[src/rtl/wpr_pkg.sv]
package wpr_pkg;

    typedef enum logic [2:0] {
        SRC_HOLD,
        SRC_RECALL,
        SRC_WRITE,
        SRC_XFER,
        SRC_STEP
    } load_src_e;

    typedef struct packed {
        logic valid;
        logic up;
    } step_req_t;

endpackage

[src/rtl/wpr_edge_detect.sv]
module wpr_edge_detect (
    input  logic clk,
    input  logic rst,
    input  logic sig_i,
    output logic rise_o
);
    logic sig_q;

    always_ff @(posedge clk) begin
        if (rst) sig_q <= 1'b1;
        else     sig_q <= sig_i;
    end

    assign rise_o = sig_i & ~sig_q;
endmodule

[src/rtl/wpr_step_ctrl.sv]
module wpr_step_ctrl
    import wpr_pkg::*;
(
    input  logic      clk,
    input  logic      rst,
    input  logic      arm_i,
    input  logic      end_i,
    input  logic      rise_i,
    input  logic      din_i,
    output step_req_t req_o
);
    logic armed_q;

    always_ff @(posedge clk) begin
        if (rst)        armed_q <= 1'b0;
        else if (end_i) armed_q <= 1'b0;
        else if (arm_i) armed_q <= 1'b1;
    end

    assign req_o.valid = armed_q & rise_i & ~end_i;
    assign req_o.up    = din_i;
endmodule

[src/rtl/wpr_load_sel.sv]
module wpr_load_sel
    import wpr_pkg::*;
#(
    parameter int POS_W     = 8,
    parameter int NUM_SLOTS = 4,
    localparam int SEL_W    = $clog2(NUM_SLOTS)
) (
    input  logic                       rst,
    input  logic [NUM_SLOTS*POS_W-1:0] bank,
    input  logic                       wr_stb,
    input  logic [POS_W-1:0]           wr_data,
    input  logic                       xfer_stb,
    input  logic [SEL_W-1:0]           xfer_sel,
    input  step_req_t                  step,
    input  logic [POS_W-1:0]           pos_q,
    output logic [POS_W-1:0]           pos_d
);
    localparam logic [POS_W-1:0] POS_MAX = '1;
    localparam logic [POS_W-1:0] POS_MIN = '0;

    logic [POS_W-1:0] slot [NUM_SLOTS];
    load_src_e        src;
    logic [POS_W-1:0] stepped;

    for (genvar s = 0; s < NUM_SLOTS; s++) begin : g_slot
        assign slot[s] = bank[s*POS_W +: POS_W];
    end

    always_comb begin
        if (rst)             src = SRC_RECALL;
        else if (wr_stb)     src = SRC_WRITE;
        else if (xfer_stb)   src = SRC_XFER;
        else if (step.valid) src = SRC_STEP;
        else                 src = SRC_HOLD;
    end

    always_comb begin
        if (step.up) stepped = (pos_q == POS_MAX) ? pos_q : pos_q + 1'b1;
        else         stepped = (pos_q == POS_MIN) ? pos_q : pos_q - 1'b1;
    end

    always_comb begin
        case (src)
            SRC_RECALL: pos_d = slot[0];
            SRC_WRITE:  pos_d = wr_data;
            SRC_XFER:   pos_d = slot[xfer_sel];
            SRC_STEP:   pos_d = stepped;
            default:    pos_d = pos_q;
        endcase
    end
endmodule

[src/rtl/wpr_tap_decode.sv]
module wpr_tap_decode #(
    parameter int POS_W = 8,
    localparam int TAPS = 1 << POS_W
) (
    input  logic             clk,
    input  logic             rst,
    input  logic [POS_W-1:0] pos_i,
    input  logic [POS_W-1:0] recall_i,
    output logic [TAPS-1:0]  tap_o
);
    for (genvar t = 0; t < TAPS; t++) begin : g_tap
        always_ff @(posedge clk) begin
            if (rst) tap_o[t] <= (recall_i == POS_W'(t));
            else     tap_o[t] <= (pos_i == POS_W'(t));
        end
    end
endmodule

[src/rtl/wiper_pos_reg.sv]
module wiper_pos_reg
    import wpr_pkg::*;
#(
    parameter int POS_W     = 8,
    parameter int NUM_SLOTS = 4,
    localparam int SEL_W    = $clog2(NUM_SLOTS),
    localparam int TAPS     = 1 << POS_W
) (
    input  logic                       clk,
    input  logic                       rst,
    input  logic [NUM_SLOTS*POS_W-1:0] bank,
    input  logic                       wr_stb,
    input  logic [POS_W-1:0]           wr_data,
    input  logic                       xfer_stb,
    input  logic [SEL_W-1:0]           xfer_sel,
    input  logic                       step_arm,
    input  logic                       txn_end,
    input  logic                       ser_clk,
    input  logic                       ser_din,
    output logic [POS_W-1:0]           pos,
    output logic [TAPS-1:0]            tap_sel
);
    logic             sclk_rise;
    step_req_t        step;
    logic [POS_W-1:0] pos_d;

    wpr_edge_detect u_edge (
        .clk    (clk),
        .rst    (rst),
        .sig_i  (ser_clk),
        .rise_o (sclk_rise)
    );

    wpr_step_ctrl u_step (
        .clk    (clk),
        .rst    (rst),
        .arm_i  (step_arm),
        .end_i  (txn_end),
        .rise_i (sclk_rise),
        .din_i  (ser_din),
        .req_o  (step)
    );

    wpr_load_sel #(.POS_W(POS_W), .NUM_SLOTS(NUM_SLOTS)) u_sel (
        .rst      (rst),
        .bank     (bank),
        .wr_stb   (wr_stb),
        .wr_data  (wr_data),
        .xfer_stb (xfer_stb),
        .xfer_sel (xfer_sel),
        .step     (step),
        .pos_q    (pos),
        .pos_d    (pos_d)
    );

    always_ff @(posedge clk) begin
        pos <= pos_d;
    end

    wpr_tap_decode #(.POS_W(POS_W)) u_tap (
        .clk      (clk),
        .rst      (rst),
        .pos_i    (pos),
        .recall_i (bank[POS_W-1:0]),
        .tap_o    (tap_sel)
    );
endmodule

[config.mk]
export PLATFORM = sky130hd
export DESIGN_NAME = wiper_pos_reg
export DESIGN_NICKNAME = d
export VERILOG_FILES = /design/src/rtl/wpr_pkg.sv /design/src/rtl/wpr_edge_detect.sv /design/src/rtl/wpr_step_ctrl.sv /design/src/rtl/wpr_load_sel.sv /design/src/rtl/wpr_tap_decode.sv /design/src/rtl/wiper_pos_reg.sv
export SDC_FILE = /design/constraint.sdc
export NUM_CORES = 1
export LEC_CHECK = 0
export BUFFER_PORTS_ARGS = -buffer_cell sky130_fd_sc_hd__buf_2
export CAP_MARGIN = 20
export CORE_MARGIN = 2
export CORE_UTILIZATION = 50
export DETAILED_ROUTE_END_ITERATION = 12
export PLACE_DENSITY = 0.89
export SLEW_MARGIN = 20
export SYNTH_ARGS = -nofsm -noshare
export SYNTH_HDL_FRONTEND = slang
export SYNTH_SLANG_ARGS = --single-unit
[constraint.sdc]
create_clock -name clk -period 5.8 [get_ports clk]
set_input_delay 1.45 -clock clk [delete_from_list [all_inputs] [get_ports clk]]
set_output_delay 1.45 -clock clk [all_outputs]
set_load 0.02 [all_outputs]
==> key figures, run 1 <==
Status
  – Status: complete, no violations

Placed design
  – Gp weighted congestion: 0.906
  – DPL Wire Length: 16600 um
  – Setup WS pre-CTS: 2.19 ns
  – Number of port buffers: 313

Global routing
  – GRT Total Usage: 28.8%
  – GRT overflow: 0
  – Largest net degree at the start of global routing: 46
  – Antenna violations before repair: 0
  – Vias in the first global route: 6524
  – First-pass GRT wire length: 36800 um

Clocking
  – Clock latency on the worst-skew pair: 0.51 ns
  – Clk pin slew, worst setup/hold paths: 0.06 ns
  – Post-CTS Resized: 0
  – Hold Buf Count CTS: 0
  – Inserted Clock Buffers: 24
  – Root Buffer: clkbuf_16
  – Clock Tree Buf Depth: 3
  – H-tree depth: 1
  – CTS tree: yes
  – Post-CTS Setup Bufs: 0
  – Clk sink count: 266

Critical path
  – Critical path class: input port to flop
  – Crit path DAT: 3.24 ns
  – Crit Path Max Fanout: 45
  – Required @ worst endpoint: 5.93 ns
  – Crit path capture type: flop
  – CP startpoint kind: input port

Timing
  – RSZ-0062 raised after global routing: no
  – Final Max Tran Viols: 0
  – Final Setup Violations: 0
  – Setup_tns: 0 ns
  – Final period demand of the worst path: 3.11 ns
  – Fin worst setup slack: 2.69 ns
  – FMAX: 321 MHz
  – Worst-margin pin slew: 0.819 ns
  – Final clock skew: 0.0161 ns
  – Hold violation count in the final report: 0
  – Worst slew margin: 45.2%
  – Fin crit share: 53.7%
  – Worst hold margin: 0.491 ns

Cells and area
  – Antenna diodes: 0
  – Area grow syn2layout: 31.1%
  – Layout cell share with drive strength beyond 1: 35.9%
  – Final Core Density: 67.5%
  – Net count, final: 1088

Power
  – VDD IR-drop max: 0.207 mV
  – Post-layout power: 3.82 mW
  – Power per cell area: 370 nW/um^2
  – Leak: 4.80 nW

Route
  – DR iter-0 viols: 492
  – Total number of vias: 6621
  – First-pass DRT Iterations: 5
  – Vias per cell: 5.24
  – DRC Markers: 0
  – Post-DR wirelength/cell: 20.2 um
  – Number of antenna-violating nets in the routed design: 0
  – Total Wirelength: 25500 um

Floorplanning
  – Die Wd: 130 um
  – Height of the die: 130 um
  – Starting Density: 51.5%
  – # IOs: 314
  – Core Rows: 45
  – Area of the die: 16800 um^2
  – Core Box Area: 15300 um^2

Synthesis
  – Synth Flop Type: dfxtp_1
  – Warnings, synthesis: 0
  – Mapped Area: 7880 um^2
  – Synth cell types: 51
  – Synth Net Count: 797
  – Asr flop ratio synth: 0%
  – Synth Instances: 743
  – Mean Syn Cell Area: 10.6 um^2
  – Yosys reg bits: 266
  – Post-synth EDFFs: 8
  – Register area share after synthesis: 68.6%

Hold path
  – Min-delay worst type: flop to flop

Run
  – # Max-Cap Violations: 0
-- cell type report --
cell class,instances,area (um^2)
tap,211,264
timing repair buffer,313,1570
clock buffer,38,785
inverter,3,11.3
clock inverter,6,93.8
sequential,266,5410
multi-input combinational,426,2210
fill,1086,4980
-- registers in the layout (all words and copies together) (netlist names) --
name            count
u_tap.tap_o       256
u_edge.sig_q        1
u_step.armed_q      1
pos                 8
-- report_power, final --
group	switching, mW	total (mW)	internal, mW
clock network	0.681	1.70	1.02
logic	0.164	0.236	0.0715
registers	0.0273	1.88	1.85
total	0.873	3.82	2.95
-- cells in the mapped netlist (2+ instances only) --
master | instances | area (um^2)
a21o_1 | 3 | 22.5
a21oi_1 | 3 | 15.0
a221o_1 | 2 | 20.0
a221oi_1 | 3 | 26.3
a22oi_1 | 4 | 30.0
a31oi_1 | 2 | 12.5
a32oi_1 | 2 | 17.5
and2_1 | 3 | 18.8
and4_1 | 2 | 17.5
buf_1 | 2 | 7.51
buf_2 | 32 | 160
buf_4 | 2 | 15.0
buf_6 | 4 | 45.0
clkbuf_1 | 8 | 30.0
dfxtp_1 | 258 | 5160
edfxtp_1 | 8 | 240
ha_1 | 4 | 50.1
inv_1 | 2 | 7.51
mux2i_1 | 4 | 40.0
mux4_2 | 8 | 180
nand2_1 | 35 | 131
nand2_2 | 5 | 31.3
nand2b_1 | 6 | 37.5
nand3_1 | 8 | 40.0
nand3b_1 | 13 | 97.6
nand4_1 | 5 | 31.3
nor2_1 | 266 | 998
nor2b_1 | 3 | 18.8
nor3_1 | 8 | 40.0
nor4_4 | 2 | 42.5
o21ai_0 | 5 | 25.0
o21ai_1 | 8 | 40.0
o22a_1 | 2 | 17.5
o31ai_4 | 3 | 63.8
xnor2_1 | 2 | 17.5
-- logic make-up (layout without fill, tap and decap cells) --
family | after synthesis | after routing | synth area share, %
buf+inv | 51 | 360 | 3.41
flops | 266 | 266 | 68.6
compound gates | 43 | 43 | 4.30
simple gates | 364 | 364 | 19.9
fa+ha+maj | 4 | 4 | 0.635
xor+xnor | 2 | 2 | 0.222
mux | 13 | 13 | 2.94
-- layout by cell type, fill, tap and decap left out, types with 3 or more instances in the layout --
master     instances
nand3_1            8
nor2_1           266
dfxtp_1          258
nor2b_1            3
o21ai_1            8
a21o_1             3
a22oi_1            4
o31ai_4            3
edfxtp_1           8
and2_1             3
ha_1               4
nand3b_1          13
nand2b_1           6
clkbuf_16         25
nor3_1             8
mux2i_1            4
a221oi_1           3
nand4_1            5
nand2_2            5
o21ai_0            5
nand2_1           35
buf_2            313
a21oi_1            3
clkbuf_8          11
mux4_2             8
-- routing by layer --
layer,global-route usage (%),part of all wire [%]
met3,6.52,8.8
met1,29.8,34
met2,54.2,53
met5,0,0
met4,14.7,4.4
-- worst max-delay path, stage by stage --
cell,delay (ns)
buf_2,0.35
nor4_4,0.42
o2bb2ai_1,0.33
nor2_1,0.09
a21oi_1,0.58
-- path summary, 6_finish.rpt --
| path | startpoint | to | slack (ns) | cells after the start |
|---|---|---|---|---|
| worst max register to register | pos[4]$_DFFE_PP_ | u_tap.tap_o[224]$_DFF_P_ | 3.59 | 4 |
| worst max-delay path | rst | pos[5]$_DFFE_PP_ | 2.69 | 5 |
| worst min-delay path | u_step.armed_q$_SDFFE_PP0P_ | u_step.armed_q$_SDFFE_PP0P_ | 0.49 | 2 |
| worst min register to register | u_step.armed_q$_SDFFE_PP0P_ | u_step.armed_q$_SDFFE_PP0P_ | 0.49 | 2 |
-- through the flow --
stage                     cells  instance area [um^2]
final                      1263                 10300
after global routing       1263                 10300
after CTS                  1263                 10300
after detailed placement   1219                  9450
after global placement     1219                  9450
after floorplan             743                  7880
Power figures use the tool's default switching activity.
==> inputs of run 2 (changes only) <==
--- a/config.mk
+++ b/config.mk
@@ -5,12 +5,13 @@
 export SDC_FILE = /design/constraint.sdc
 export NUM_CORES = 1
 export LEC_CHECK = 0
+export ABC_AREA = 1
 export BUFFER_PORTS_ARGS = -buffer_cell sky130_fd_sc_hd__buf_2
 export CAP_MARGIN = 20
 export CORE_MARGIN = 2
-export CORE_UTILIZATION = 50
+export CORE_UTILIZATION = 47
 export DETAILED_ROUTE_END_ITERATION = 12
-export PLACE_DENSITY = 0.89
+export PLACE_DENSITY = 0.85
 export SLEW_MARGIN = 20
 export SYNTH_ARGS = -nofsm -noshare
 export SYNTH_HDL_FRONTEND = slang
==> constraint.sdc (replaced) <==
create_clock -name clk -period 3.2 [get_ports clk]
set_input_delay 0.8 -clock clk [delete_from_list [all_inputs] [get_ports clk]]
set_output_delay 0.8 -clock clk [all_outputs]
set_load 0.02 [all_outputs]
==> run 2 against run 1 <==
Against the previous run: cell count rose by 8.0%; combinational power rose by 88%; critical path depth rose by 2; area after synthesis fell by 2.1%; total power rose by 78%; synthesized cell count rose by 10%; non-clock buffer count rose by 7; wire length fell by 7.9%; design area fell by 0.65%; global-route usage fell by 2.6 points; critical path type unchanged.
==> key figures, run 2 <==
Route
  – Vias per cell: 4.78 (-8.7%)
  – Total number of vias: 6525 (-1.4%)
  – Total Wirelength: 23500 um (-7.9%)
  – Post-DR wirelength/cell: 17.2 um (-15%)
  – DR iter-0 viols: 343 (-30%)
  – First-pass DRT Iterations: 4 (-1)
  – DRC Markers: 0 (unchanged)
  – Number of antenna-violating nets in the routed design: 0 (unchanged)

Placed design
  – Number of port buffers: 313 (unchanged)
  – DPL Wire Length: 16200 um (-2.4%)
  – Gp weighted congestion: 0.917 (+1.1%)
  – DP Cell Count: 1318 (+8.1%)

Floorplanning
  – Core Rows: 46 (+2.2%)
  – Die Wd: 132 um (+2.0%)
  – Area of the die: 17500 um^2 (+4.1%)
  – Height of the die: 132 um (+2.0%)
  – Core Box Area: 15900 um^2 (+4.1%)
  – # IOs: 314 (unchanged)
  – Starting Density: 48.4% (-3.0 points)

Status
  – Status: complete, no violations

Clocking
  – Post-CTS Resized: 0 (unchanged)
  – Clk pin slew, worst setup/hold paths: 0.06 ns (about the same)
  – Inserted Clock Buffers: 25 (+4.2%)
  – Clock latency on the worst-skew pair: 0.53 ns (+0.02 ns)
  – Clk sink count: 266 (unchanged)
  – Clock Tree Buf Depth: 3 (unchanged)
  – H-tree depth: 1 (unchanged)
  – Root Buffer: clkbuf_16
  – CTS tree: yes
  – Post-CTS Setup Bufs: 0 (unchanged)
  – Hold Buf Count CTS: 0 (unchanged)

Synthesis
  – Synth Net Count: 875 (+9.8%)
  – Yosys reg bits: 266 (unchanged)
  – Synth Instances: 821 (+10%)
  – Mapped Area: 7720 um^2 (-2.1%)
  – Post-synth top area cell: dfxtp_1
  – Post-synth top cells: 286 x nor2_1, 258 x dfxtp_1, 108 x nand2_1
  – Synth Flop Type: dfxtp_1
  – Post-synth EDFFs: 8 (unchanged)
  – Count leader, synth: nor2_1
  – Ranking of synthesized cells by area: dfxtp_1 67%, nor2_1 14%, nand2_1 5.3%
  – Asr flop ratio synth: 0% (unchanged)
  – Mean Syn Cell Area: 9.40 um^2 (-11%)
  – Top-area cell type share of the netlist area: 66.9% (+1.4 points)
  – Warnings, synthesis: 0 (unchanged)
  – Synth cell types: 26 (-49%)
  – Register area share after synthesis: 70.0% (+1.4 points)

Timing
  – Final clock skew: 0.0247 ns (+0.00858 ns)
  – Final period demand of the worst path: 2.15 ns
  – Final Max Tran Viols: 0 (unchanged)
  – Hold violation count in the final report: 0 (unchanged)
  – Worst slew margin: 47.2% (+2.0 points)
  – FMAX: 465 MHz
  – Worst-margin pin slew: 0.790 ns (-0.0293 ns)
  – RSZ-0062 raised after global routing: no
  – Final Setup Violations: 0 (unchanged)
  – Setup_tns: 0 ns (unchanged)
  – Fin crit share: 67.2%

Cells and area
  – Area grow syn2layout: 33.0%
  – Commonest non-fill, non-tap cell in the layout: buf_2
  – Most frequent cells in the layout: 313 x buf_2, 286 x nor2_1, 258 x dfxtp_1, 108 x nand2_1, 32 x inv_1
  – Antenna diodes: 0 (unchanged)
  – Final Non-Filler Cells: 1364 (+8.0%)
  – Largest reg by FF count: u_tap.tap_o
  – Final Core Density: 64.4% (-3.1 points)
  – Top Registers: u_tap.tap_o x256, pos x8
  – Net count, final: 1183 (+8.7%)
  – Layout cell share with drive strength beyond 1: 32.8% (-3.1 points)
  – Max reg flops: 256 (unchanged)

Global routing
  – Vias in the first global route: 6388 (-2.1%)
  – GRT overflow: 0 (unchanged)
  – GRT Total Usage: 26.1% (-2.6 points)
  – First-pass GRT wire length: 35700 um (-3.1%)
  – Largest net degree at the start of global routing: 24 (-48%)
  – Antenna violations before repair: 0 (unchanged)

Run
  – # Max-Cap Violations: 0 (unchanged)

Power
  – Leak: 5.01 nW (+4.3%)
  – Power per cell area: 663 nW/um^2 (+79%)
  – VDD IR-drop max: 0.447 mV (+120%)

Critical path
  – Crit path capture type: flop
  – Worst reg-to-reg path cell count: 6 (+2)
  – Critical path class: input port to flop
  – Crit Path Max Fanout: 23 (-49%)
  – Required @ worst endpoint: 3.64 ns (-2.29 ns)
  – CP startpoint kind: input port
  – Crit path DAT: 2.59 ns (-0.65 ns)

Hold path
  – Min-delay worst type: flop to flop
  – Hold Path Depth: 2 (unchanged)
## run 2: cell type report
| class | count | area [um^2] |
|---|---|---|
| multi-input cells | 483 | 2010 |
| fillers | 1288 | 5680 |
| clock inverters | 17 | 170 |
| inverters | 33 | 124 |
| well taps | 216 | 270 |
| flip-flops and latches | 266 | 5410 |
| repair buffers | 320 | 1620 |
| clock buffers | 29 | 671 |
## run 2: metal layers
layer	wire [um]	GRT usage (%)	share of wire, %
met1	9180	30.4	39
met4	688	8.88	2.9
met3	1520	4.81	6.5
met2	12100	48.2	51
met5	0	0	0
## run 2: path summary, 6_finish.rpt
check | end | start | slack [ns]
worst max-delay path | u_tap.tap_o[105]$_DFF_P_ | rst | 1.05
worst min-delay path | u_step.armed_q$_SDFFE_PP0P_ | u_step.armed_q$_SDFFE_PP0P_ | 0.48
worst min register to register | u_step.armed_q$_SDFFE_PP0P_ | u_step.armed_q$_SDFFE_PP0P_ | 0.48
worst max register to register | u_tap.tap_o[105]$_DFF_P_ | pos[0]$_DFFE_PP_ | 1.12
## run 2: through the flow
stage / power [mW] / cell area [um^2] / setup WS [ns] / hold WS (ns)
floorplan: 3.75 / 7720 / 0.913 / 0.452
global placement: 3.91 / 9420 / 0.603 / 0.464
detailed placement: 3.91 / 9420 / 0.552 / 0.476
CTS: 6.84 / 10300 / 1.05 / 0.480
global route: 7.04 / 10300 / 0.811 / 0.493
finish: 6.81 / 10300 / 1.05 / 0.481
## run 2: logic make-up (layout without fill, tap and decap cells)
group / after synthesis / in the layout / synth area share (%)
AND/OR/NAND/NOR: 443 / 443 / 22.6
flip-flops: 266 / 266 / 70.0
buffers and inverters: 72 / 399 / 3.99
AO/OA/AOI/OAI: 35 / 35 / 2.59
adder cells (fa/ha/maj): 4 / 4 / 0.648
XOR/XNOR: 1 / 1 / 0.113
## run 2: power breakdown
part / switching (mW) / internal [mW]
Clock: 1.28 / 1.69
Sequential: 0.0294 / 3.37
Combinational: 0.331 / 0.113
## run 2: worst max-delay path, cell delays in order
cell and delay, ns:
buf_2 0.34, nand2_1 0.13, o21ai_1 0.23, inv_1 0.10, nor2_1 0.22, nand2_1 0.46
nor2_1 0.29
==> inputs of run 3 (changes only) <==
--- a/config.mk
+++ b/config.mk
@@ -5,13 +5,13 @@
 export SDC_FILE = /design/constraint.sdc
 export NUM_CORES = 1
 export LEC_CHECK = 0
-export ABC_AREA = 1
+export ABC_AREA = 0
 export BUFFER_PORTS_ARGS = -buffer_cell sky130_fd_sc_hd__buf_2
 export CAP_MARGIN = 20
 export CORE_MARGIN = 2
-export CORE_UTILIZATION = 47
+export CORE_UTILIZATION = 43
 export DETAILED_ROUTE_END_ITERATION = 12
-export PLACE_DENSITY = 0.85
+export PLACE_DENSITY = 0.82
 export SLEW_MARGIN = 20
 export SYNTH_ARGS = -nofsm -noshare
 export SYNTH_HDL_FRONTEND = slang
==> constraint.sdc (replaced) <==
create_clock -name clk -period 1.91 [get_ports clk]
set_input_delay 0.4775 -clock clk [delete_from_list [all_inputs] [get_ports clk]]
set_output_delay 0.4775 -clock clk [all_outputs]
set_load 0.02 [all_outputs]
==> run 3 against run 2 <==
Against the previous run: die area rose by 11%; wire length rose by 1.5%; first-iteration DRC count fell by 5.0%; sequential share of layout area fell by 3.2 points; hold slack got worse by 0.32 ns; total power rose by 68%; critical path depth fell by 1; critical endpoint is now pos[3]$_DFFE_PP_; design area rose by 6.4%; largest power group unchanged; sequential cell count did not move; sequential power rose by 67%; highest routed layer unchanged; worst setup slack got worse by 0.97 ns.
==> key figures, run 3 (synthesized netlist as in run 1, its figures left out) <==
Route
  – Post-DR wirelength/cell: 17.7 um (+2.9%)
  – Number of antenna-violating nets in the routed design: 0 (unchanged)
  – First-pass DRT Iterations: 5 (+1)
  – DRC Markers: 0 (unchanged)
  – Total number of vias: 6609 (+1.3%)
  – DR iter-0 viols: 326 (-5.0%)
  – Vias per cell: 4.91 (+2.6%)
  – Total Wirelength: 23800 um (+1.5%)

Critical path
  – RR Startpoint: pos[1]$_DFFE_PP_
  – R2R setup slack: 0.08 ns (-1.04 ns)
  – Reg2reg end: pos[3]$_DFFE_PP_
  – Critical path class: flop to flop
  – Required @ worst endpoint: 2.19 ns (-1.45 ns)
  – Crit path DAT: 2.11 ns (-0.48 ns)
  – Crit path capture type: flop
  – Crit Path Max Fanout: 8 (-65%)
  – CP startpoint kind: flop
  – Worst reg-to-reg path cell count: 6 (unchanged)

Cells and area
  – Multi-input gate area: 2230 um^2 (+11%)
  – Top Registers: u_tap.tap_o x256, pos x8
  – Fillers: 1431 (+11%)
  – Design area: 10900 um^2 (+6.4%)
  – Final Non-Filler Cells: 1346 (-1.3%)
  – Commonest non-fill, non-tap cell in the layout: buf_2
  – Largest reg by FF count: u_tap.tap_o
  – Net count, final: 1152 (-2.6%)
  – Final Core Density: 60.8% (-3.6 points)
  – Most frequent cells in the layout: 313 x buf_2, 266 x nor2_1, 258 x dfxtp_1, 53 x buf_4, 35 x nand2_1
  – Layout cell share with drive strength beyond 1: 39.7% (+6.9 points)
  – Area grow syn2layout: 38.6%
  – Storage cell area: 5410 um^2 (unchanged)
  – Antenna diodes: 0 (unchanged)
  – Max reg flops: 256 (unchanged)

Status
  – Status: complete, no violations

Power
  – Power per cell area: 1050 nW/um^2 (+58%)
  – VDD IR-drop max: 1.15 mV (+160%)
  – Leak: 5.12 nW (+2.2%)
  – Post-layout power: 11.5 mW (+68%)

Timing
  – FMAX: 547 MHz
  – RSZ-0062 raised after global routing: no
  – Fin crit share: 95.8%
  – Final Max Tran Viols: 0 (unchanged)
  – Final clock skew: 0.00801 ns (-0.0167 ns)
  – Setup_tns: 0 ns (unchanged)
  – Final Setup Violations: 0 (unchanged)
  – Worst-margin pin slew: 0.563 ns (-0.228 ns)
  – Worst slew margin: 62.4% (+15 points)
  – Fin worst setup slack: 0.0810 ns (-0.969 ns)
  – Hold violation count in the final report: 0 (unchanged)
  – Worst hold margin: 0.159 ns (-0.321 ns)
  – Final period demand of the worst path: 1.83 ns

Hold path
  – Min-delay worst type: input port to flop
  – Hold EP: u_edge.sig_q$_SDFF_PP1_
  – Hold Path Depth: 2 (unchanged)
  – HP Start: ser_clk

Placed design
  – DP Cell Count: 1298 (-1.5%)
  – Number of port buffers: 313 (unchanged)
  – Setup WS pre-CTS: -0.0940 ns (-0.646 ns)
  – Gp weighted congestion: 0.847 (-7.6%)
  – Dpl cell area: 10100 um^2 (+7.0%)
  – DPL Wire Length: 16700 um (+3.0%)

Clocking
  – CTS tree: yes
  – Clock latency on the worst-skew pair: 0.52 ns (about the same)
  – Post-CTS Resized: 0 (unchanged)
  – H-tree depth: 1 (unchanged)
  – Inserted Clock Buffers: 25 (unchanged)
  – Clk sink count: 266 (unchanged)
  – Clock Tree Buf Depth: 3 (unchanged)
  – Clk pin slew, worst setup/hold paths: 0.06 ns (about the same)
  – Root Buffer: clkbuf_16

Global routing
  – First-pass GRT wire length: 35700 um (about the same)
  – GRT overflow: 0 (unchanged)
  – GRT Total Usage: 23.4% (-2.7 points)
  – Antenna violations before repair: 0 (unchanged)
  – Vias in the first global route: 6473 (+1.3%)
  – Largest net degree at the start of global routing: 28 (+17%)

Floorplanning
  – Core Rows: 49 (+6.5%)
  – Starting Density: 43.9% (-4.5 points)
  – Area of the die: 19400 um^2 (+11%)
  – Die Wd: 139 um (+5.5%)
  – # IOs: 314 (unchanged)
  – Height of the die: 139 um (+5.5%)
  – Core Box Area: 18000 um^2 (+13%)

Run
  – # Max-Cap Violations: 0 (unchanged)
-- run 3: cell count changes in the layout (fill, tap and decap cells not counted), moves of 6 or more --
| cell | before | now |
|---|---|---|
| a21oi_1 | 11 | 2 |
| buf_12 | 0 | 10 |
| buf_4 | 7 | 53 |
| inv_1 | 32 | 2 |
| mux4_2 | 0 | 8 |
| nand2_1 | 108 | 35 |
| nand2b_1 | 0 | 6 |
| nand3_1 | 29 | 8 |
| nand3b_1 | 1 | 13 |
| nor2_1 | 286 | 266 |
| nor2_2 | 6 | 0 |
| o21ai_0 | 14 | 5 |
-- run 3: repair_timing --
action / CTS / global route
setup endpoints to repair: 0 / 9
hold buffers: 0 / 0
hold endpoints to repair: 0 / 0
setup buffers: 0 / 2
-- run 3: final cells by class --
class / count / share of cell area (%)
Inverter: 3 / 0.103
Clock buffer: 32 / 6.33
Sequential cell: 266 / 49.5
Multi-Input combinational cell: 426 / 20.4
Tap cell: 229 / 2.62
Clock inverter: 14 / 1.26
Timing Repair Buffer: 376 / 19.8
-- run 3: critical path: stages (launching register included) --
cell and delay [ns]:
edfxtp_1 0.42, ha_1 0.23, nand3_1 0.08, or3_1 0.37, mux2i_1 0.23, a21oi_2 0.08
buf_4 0.17
-- run 3: worst max-delay path by stage --
| stage | from | end | slack, ns |
|---|---|---|---|
| after global placement | xfer_sel[0] | pos[7]$_DFFE_PP_ | -0.004 |
| after CTS | pos[4]$_DFFE_PP_ | pos[4] | 0.04 |
| final | pos[1]$_DFFE_PP_ | pos[3]$_DFFE_PP_ | 0.08 |
| after floorplan | rst | pos[0]$_DFFE_PP_ | 0.02 |
| after global routing | pos[1]$_DFFE_PP_ | pos[3]$_DFFE_PP_ | 0.03 |
| after detailed placement | xfer_sel[0] | pos[7]$_DFFE_PP_ | -0.09 |
-- run 3: power by group --
group	internal (mW)	total, mW	switching (mW)	leakage (nW)
logic	0.345	0.912	0.566	2.56
registers	5.63	5.68	0.0492	2.16
clock network	2.76	4.88	2.12	0.405
-- run 3: routing by layer --
layer  up-vias  wire length, um  global-route usage (%)
met1      3153             9170                    27.1
met5         -                0                       0
met2       311            12400                    44.6
met4         0              668                    7.28
met3        51             1540                    3.30
li1       3094                -                       -
